==> src/rtl/timer_pkg.sv <==
package timer_pkg;
    typedef enum logic [1:0] {
        TMR_IDLE     = 2'd0,
        TMR_ONESHOT  = 2'd1,
        TMR_PERIODIC = 2'd2
    } tmr_state_t;
endpackage

==> src/rtl/tmr_bus_port.sv <==
module tmr_bus_port (
    input  logic clk,
    input  logic rst,
    input  logic cyc,
    input  logic stb,
    input  logic we,
    output logic wr_req,
    output logic ack,
    output logic stall
);
    logic sel;

    assign sel    = cyc && stb;
    assign wr_req = sel && we;
    assign stall  = 1'b0;

    always_ff @(posedge clk) begin
        if (rst) ack <= 1'b0;
        else     ack <= sel;
    end

    AST_ACK_AFTER_STB: assert property (@(posedge clk) disable iff (rst)
        (cyc && stb) |=> ack);
    AST_NO_SPURIOUS_ACK: assert property (@(posedge clk) disable iff (rst)
        !(cyc && stb) |=> !ack);
    AST_NEVER_STALL: assert property (@(posedge clk) disable iff (rst)
        !stall);
endmodule

==> src/rtl/tmr_count_core.sv <==
module tmr_count_core
    import timer_pkg::*;
#(
    parameter int DATA_W = 32,
    localparam int CNT_W = DATA_W - 1
) (
    input  logic              clk,
    input  logic              rst,
    input  logic              run_en,
    input  logic              wr,
    input  logic [DATA_W-1:0] wdata,
    output logic [DATA_W-1:0] rdata,
    output logic              tmo
);
    tmr_state_t       state, nxt_state;
    logic [CNT_W-1:0] cnt, nxt_cnt;
    logic [CNT_W-1:0] reload;
    logic             mode;
    logic             nxt_tmo;
    logic [CNT_W-1:0] wval;
    logic             wmode;
    logic             at_one;

    assign wval   = wdata[CNT_W-1:0];
    assign wmode  = wdata[DATA_W-1];
    assign at_one = (cnt == CNT_W'(1));

    // Next state and next count
    always_comb begin
        nxt_state = state;
        nxt_cnt   = cnt;
        nxt_tmo   = 1'b0;
        if (wr) begin
            nxt_cnt = wval;
            if (wval == '0)  nxt_state = TMR_IDLE;
            else if (wmode)  nxt_state = TMR_PERIODIC;
            else             nxt_state = TMR_ONESHOT;
        end else if (run_en) begin
            unique case (state)
                TMR_IDLE: begin
                    nxt_cnt = '0;
                end
                TMR_ONESHOT: begin
                    if (at_one) begin
                        nxt_cnt   = '0;
                        nxt_state = TMR_IDLE;
                        nxt_tmo   = 1'b1;
                    end else begin
                        nxt_cnt = cnt - CNT_W'(1);
                    end
                end
                TMR_PERIODIC: begin
                    if (at_one) begin
                        nxt_cnt = reload;
                        nxt_tmo = 1'b1;
                    end else begin
                        nxt_cnt = cnt - CNT_W'(1);
                    end
                end
                default: begin
                    nxt_cnt   = '0;
                    nxt_state = TMR_IDLE;
                end
            endcase
        end
    end

    // State register
    always_ff @(posedge clk) begin
        if (rst) begin
            state  <= TMR_IDLE;
            cnt    <= '0;
            reload <= '0;
            mode   <= 1'b0;
        end else begin
            state <= nxt_state;
            cnt   <= nxt_cnt;
            if (wr) begin
                reload <= wval;
                mode   <= wmode;
            end
        end
    end

    // Outputs
    always_ff @(posedge clk) begin
        if (rst) tmo <= 1'b0;
        else     tmo <= nxt_tmo;
    end

    assign rdata = {mode, cnt};

    AST_IDLE_AT_ZERO: assert property (@(posedge clk) disable iff (rst)
        (state == TMR_IDLE) |-> (cnt == '0));
    AST_PAUSE_FREEZE: assert property (@(posedge clk) disable iff (rst)
        (!run_en && !wr) |=> ($stable(cnt) && !tmo));
    AST_PULSE_ORIGIN: assert property (@(posedge clk) disable iff (rst)
        tmo |-> ($past(cnt) == CNT_W'(1) && $past(run_en) && !$past(wr)));
    AST_RELOAD_VALUE: assert property (@(posedge clk) disable iff (rst)
        (tmo && mode) |-> (cnt == reload));
    AST_ONESHOT_REST: assert property (@(posedge clk) disable iff (rst)
        (tmo && !mode) |-> (cnt == '0 && state == TMR_IDLE));
    AST_WRITE_WINS: assert property (@(posedge clk) disable iff (rst)
        wr |=> (cnt == $past(wval) && !tmo));
endmodule

==> src/rtl/countdown_timer.sv <==
module countdown_timer #(
    parameter int DATA_W = 32
) (
    input  logic              clk,
    input  logic              rst,
    input  logic              run_en,
    input  logic              bus_cyc,
    input  logic              bus_stb,
    input  logic              bus_we,
    input  logic [DATA_W-1:0] bus_wdata,
    output logic              bus_ack,
    output logic              bus_stall,
    output logic [DATA_W-1:0] bus_rdata,
    output logic              timeout
);
    logic wr_req;

    tmr_bus_port u_port (
        .clk    (clk),
        .rst    (rst),
        .cyc    (bus_cyc),
        .stb    (bus_stb),
        .we     (bus_we),
        .wr_req (wr_req),
        .ack    (bus_ack),
        .stall  (bus_stall)
    );

    tmr_count_core #(.DATA_W(DATA_W)) u_core (
        .clk    (clk),
        .rst    (rst),
        .run_en (run_en),
        .wr     (wr_req),
        .wdata  (bus_wdata),
        .rdata  (bus_rdata),
        .tmo    (timeout)
    );
endmodule

==> config.mk <==
export PLATFORM = sky130hd
export DESIGN_NAME = countdown_timer
export DESIGN_NICKNAME = d
export VERILOG_FILES = /design/src/rtl/timer_pkg.sv /design/src/rtl/tmr_bus_port.sv /design/src/rtl/tmr_count_core.sv /design/src/rtl/countdown_timer.sv
export SDC_FILE = /design/constraint.sdc
export NUM_CORES = 1
export LEC_CHECK = 0
export ABC_AREA = 1
export BUFFER_PORTS_ARGS = -buffer_cell sky130_fd_sc_hd__buf_2
export CORE_MARGIN = 2
export CORE_UTILIZATION = 30
export DETAILED_ROUTE_END_ITERATION = 10
export PLACE_DENSITY = 0.49
export SLEW_MARGIN = 20
export SYNTH_ARGS = -nofsm -noshare
export SYNTH_HDL_FRONTEND = slang
export SYNTH_SLANG_ARGS = --single-unit
==> constraint.sdc <==
create_clock -name clk -period 2.27 [get_ports clk]
set_input_delay 0.454 -clock clk [delete_from_list [all_inputs] [get_ports clk]]
set_output_delay 0.454 -clock clk [all_outputs]
set_load 0.05 [all_outputs]
## After elaboration in Yosys (flattened, before gate mapping)

Index checks and enable logic that the tools add are counted.

- Bits in registers: 67
- Latch bits: 0
- Memory bits (writable): 0
- Bits in read-only memories: 0
- Input port bits: 38
- Output and inout bits: 35
- Logic and storage cells: 35
- Memories kept: 0

- Add/sub/neg operators: 1
- $mul: 0
- Div/mod/pow operators: 0
- Magnitude comparators: 0
- Eq/ne operators: 5
- Shift-type cells: 0
- Mux-type cells: 12
- Bitwise logic cells: 2
- Reductions and logical operators: 9

Operators with widths:

| cell | count |
|---|---|
| $mux W31 | 4 |
| $pmux W31 S2 | 1 |
| $eq A31 B1 Y1 const B | 1 |
| $logic_not A31 Y1 | 1 |
| $sub A31 B1 Y31 const B | 1 |
| $mux W2 | 5 |
| $pmux W2 S2 | 1 |
| $reduce_or A2 Y1 | 2 |
| $reduce_or A4 Y1 | 1 |
| $ne A3 B1 Y1 const B | 1 |
| $reduce_and A3 Y1 | 1 |
| $eq A2 B1 Y1 const B | 1 |
| $eq A2 B2 Y1 const B | 1 |
| $logic_and A1 B1 Y1 | 2 |
| $logic_not A2 Y1 | 1 |
| $ne A2 B1 Y1 const B | 1 |
| $not A1 Y1 | 2 |
| $reduce_bool A2 Y1 | 1 |
| $mux W1 | 1 |

## Longest topological paths before layout

- Depth after elaboration: 5
- Depth in mapped cells: 13
- Depth with buffers taken out: 13

## Cells and area by module

From an unflattened synthesis, not the netlist that was laid out.

- Cell total of the unflattened synthesis: 625
- Area total of the unflattened synthesis: 4108.9 um^2

By module, submodules not included:

| module | instances | cells an instance | area an instance (um^2) | sequential area each (um^2) |
|---|---|---|---|---|
| tmr_count_core | 1 | 618 | 4062.6 | 1321.3 |
| tmr_bus_port | 1 | 7 | 46.3 | 20.0 |

## Worst setup path before layout

No wires, ideal clock.

- Path type: register -> register
- Start: register u_core.cnt[0]
- End: register u_core.cnt[15]
- Library setup time: 0.134 ns
- Data arrival time: 1.816 ns
- Required time: 2.136 ns
- Path slack: 0.320 ns
- Cell stages (with the launch flop): 10
- Path buffers: 1
- Clock period less this slack: 1.950 ns
- Cell sequence: dfxtp_1 -> ha_1 -> inv_1 -> nor2_1 -> nand2_1 -> nor3_2 -> clkbuf_1 -> nand4_1 -> nand4_1 -> a21oi_1

- Word-level cells in the longest chain between the ends: 5
- Elaborated cells on any way between the ends: 7
- Those cells by class: 1 x add/sub; 1 x eq/ne; 5 x mux

RTL lines:

| what | line | text |
|---|---|---|
| from (decl) | tmr_count_core.sv:16 | `logic [CNT_W-1:0] cnt, nxt_cnt;` |
| from (signal assigned) | tmr_count_core.sv:77 | `cnt <= nxt_cnt;` |
| $sub A31 B1 Y31 or $eq A31 B1 Y1 (tied branches) | tmr_count_core.sv:49, tmr_count_core.sv:57, tmr_count_core.sv:26 |  |
| $mux W31 (on tied branches) | tmr_count_core.sv:53, tmr_count_core.sv:44 |  |
| $pmux W31 S2 * | tmr_count_core.sv:39 | `unique case (state)` |
| $mux W31 * | tmr_count_core.sv:38 | `end else if (run_en) begin` |
| $mux W31 * | tmr_count_core.sv:33 | `if (wr) begin` |

Mark *: on every way between the ends. The rest lies on a longest branch, timed or not. The select of a mux whose other input is x is not followed.
A chain may end at the register's enable or synchronous reset.

## Worst setup path in the final report

- Start: register u_core.cnt[10]
- End: register u_core.cnt[8]

- Word-level cells in the longest chain between the ends: 5
- Elaborated cells on any way between the ends: 6
- Those cells by class: 1 x eq/ne; 5 x mux

RTL lines:

| what | line | text |
|---|---|---|
| $eq A31 B1 Y1 * | tmr_count_core.sv:26 | `assign at_one = (cnt == CNT_W'(1));` |
| $mux W31 (on tied branches) | tmr_count_core.sv:53, tmr_count_core.sv:44 |  |
| $pmux W31 S2 * | tmr_count_core.sv:39 |  |
| $mux W31 * | tmr_count_core.sv:38 |  |
| $mux W31 * | tmr_count_core.sv:33 |  |

Marked as above.

==> results.txt <==
Status: completed
Arrival time at the worst endpoint: 2.30 ns
Initial Util: 0.303
Final #Nets: 784
Grt total ovfl: 0
Remaining antenna violation count: 0
Setup Crit Path Kind: reg2reg
Slew headroom: 0.536
Clk slew on worst S/H paths: 0.06 ns
Synth top area share: 0.323
Final Hold Viols: 0
Crit path cell chain: nor2_2, nand2_2, nor2_8, nand4_1, buf_4, nand2_1, o21ai_0, nor2_1, nor2_1, nor2_1
Area growth from synthesis to layout: 21.1%
Routed vias/inst: 5.00
Top Usage Layer GRT: met2
Clock Tree Buf Depth: 2
CP required: 2.55 ns
Register area share after synthesis: 0.323
Pwr dens: 655 mW/mm2
DRC Markers: 0
Total track usage: 0.205
Largest net degree at the start of global routing: 34
Critical-path top delay cell: dfxtp_1
Number of flops mapped to enable cells by yosys: 0
Area contributors post-synth: dfxtp_1, nand2_1, nor2_1, a21oi_1, inv_1
Worst-margin pin slew: 0.690 ns
Pre-Repair DR Iteration Count: 5
FFs w/ async S/R, synth: 0
CTS Hold Bufs: 0
Avg Cell Area, Syn: 6.23 um2
Most frequent cell after synthesis: nand2_1
Top-Level Pins: 73
Seq cells post-synth: 67
Initial antenna violation count: 0
Vias in the first global route: 4,321
DRT iter0 DRCs: 371
Clock Skew: 0.00714 ns
Final worst path period share: 0.889
Worst-path fanout max: 18
Number of setup violations in the final report: 0
Routed WL: 14,600 um
Max VDD drop: 0.350 mV
F_max: 0.496 GHz
Chip height: 122 um
Port Buffers: 71
Synth cell count leaders: nand2_1, nor2_1, inv_1, dfxtp_1, a21oi_1
Cells after synthesis: 668
Yosys warns: 0
Share of layout cells above drive strength 1: 0.185
CTS buffer count: 9
Die width: 122 um
HP Class: in2reg
First-pass GRT wire length: 23,200 um
Final Max Tran Viols: 0
MaxCap Viol Count: 0
Crit path top cell by count: nor2_1
CTS tree: yes
Netlist cell types: 35
Dpl hpwl: 11,200 um
# rows: 43
Synth area leader: dfxtp_1
Clock Sinks: 67
Drt wl/cell: 15.8 um
Vias: 4,618
GP Congestion: 0.884
GR Layer Usage met3: 0.0389
Root Buffer: clkbuf_16
Top FF cell, synth: dfxtp_1
Die area: 0.0148 mm2
Critical Path Source Type: flip-flop
Core area: 0.0137 mm2
Met1 Resource Use GR: 0.283
Clock Latency Late Sink: 0.34 ns
Hold WS: 0.332 ns
CP top delay family: simple AND/OR/NAND/NOR gates
Inserted Diodes: 0
Setup TNS: 0 ns
CP max stage delay: 0.37 ns
Mapped Nets: 711
Critical path endpoint category: flip-flop
Worst path bufs/invs: 1
Crit path time final: 2.02 ns
RSZ-0062 raised after global routing: false
Post_cts resized: 0
Post-CTS setup buffers: 0
Cell Area, Synth: 0.00416 mm2
Grt met2 use: 0.312
H-tree Lvls: 3
LEAKAGE: 2.31 nW
power by group:
group / internal [mW] / total, mW / switching [mW]
Combinational: 0.244 / 0.751 / 0.507
Clock: 0.785 / 1.31 / 0.523
Sequential: 1.21 / 1.24 / 0.0319
Total: 2.24 / 3.30 / 1.06
through the flow:
step                 util  cell area [um2]  setup WS (ns)  instances  power [mW]
CTS                 0.367             5030          0.221        924        3.32
detailed placement  0.347             4760          0.233        910        2.01
floorplan               -             4160          0.320        668        1.78
global placement    0.347             4760          0.286        910        2.01
finish              0.367             5040          0.253        924        3.30
global route        0.367             5040          0.106        924        3.46
path summary, 6_finish.rpt:
check / startpoint / to / slack, ns / depth (start not counted)
setup reg to reg: u_core.cnt[10]$_SDFFE_PP0P_ / u_core.cnt[8]$_SDFFE_PP0P_ / 0.25 / 10
setup / recovery: u_core.cnt[10]$_SDFFE_PP0P_ / u_core.cnt[8]$_SDFFE_PP0P_ / 0.25 / 10
hold reg to reg: u_core.reload[14]$_SDFFE_PP0P_ / u_core.reload[14]$_SDFFE_PP0P_ / 0.46 / 2
hold / removal: bus_stb / u_port.ack$_SDFF_PP0_ / 0.33 / 3
flip-flops by register name, summed over array words and instances (netlist names):
register       flops
u_port.ack         1
u_core.tmo         1
u_core.reload     31
u_core.cnt        31
u_core.mode        1
u_core.state       2
placed cells by master (no fill, tap or decap), types with 3 or more instances in the layout:
cell / instances
a21oi_2: 8
nand2_1: 175
nand2_2: 6
buf_2: 71
nor2_2: 9
nand4_1: 33
buf_4: 18
xor2_1: 9
and2_1: 3
dfxtp_1: 67
nor4_1: 7
nand3_1: 44
inv_1: 78
nor2_1: 83
a21oi_1: 62
ha_1: 5
clkbuf_16: 9
o21ai_0: 31
routing by layer:
metal / vias up / wire [um]
met2: 137 / 6510
met4: 0 / 384
met1: 2156 / 6880
li1: 2302 / -
met5: - / 0
met3: 23 / 846
kinds of logic after synthesis:
logic type,synth area share
AOI/OAI and AO/OA,0.134
xor gates and xnor gates,0.0211
adders and majority gates,0.0150
buffers and inverters,0.105
DFF,0.323
other,0.000902
and+or+nand+nor,0.402
tightest hold or removal path, cell delays in order:
cell and delay (ns):
buf_2 0.10, nand2_1 0.05, nor2_1 0.03
area by class of cell:
type,instances,area (um2)
clock buffer,12,256
clock inverter,2,12.5
fill,1536,8680
inverter,81,307
multi-input combinational,492,2390
sequential,67,1340
tap,180,225
timing repair buffer,90,510
Note: power is estimated with default switching activity, not from simulation.
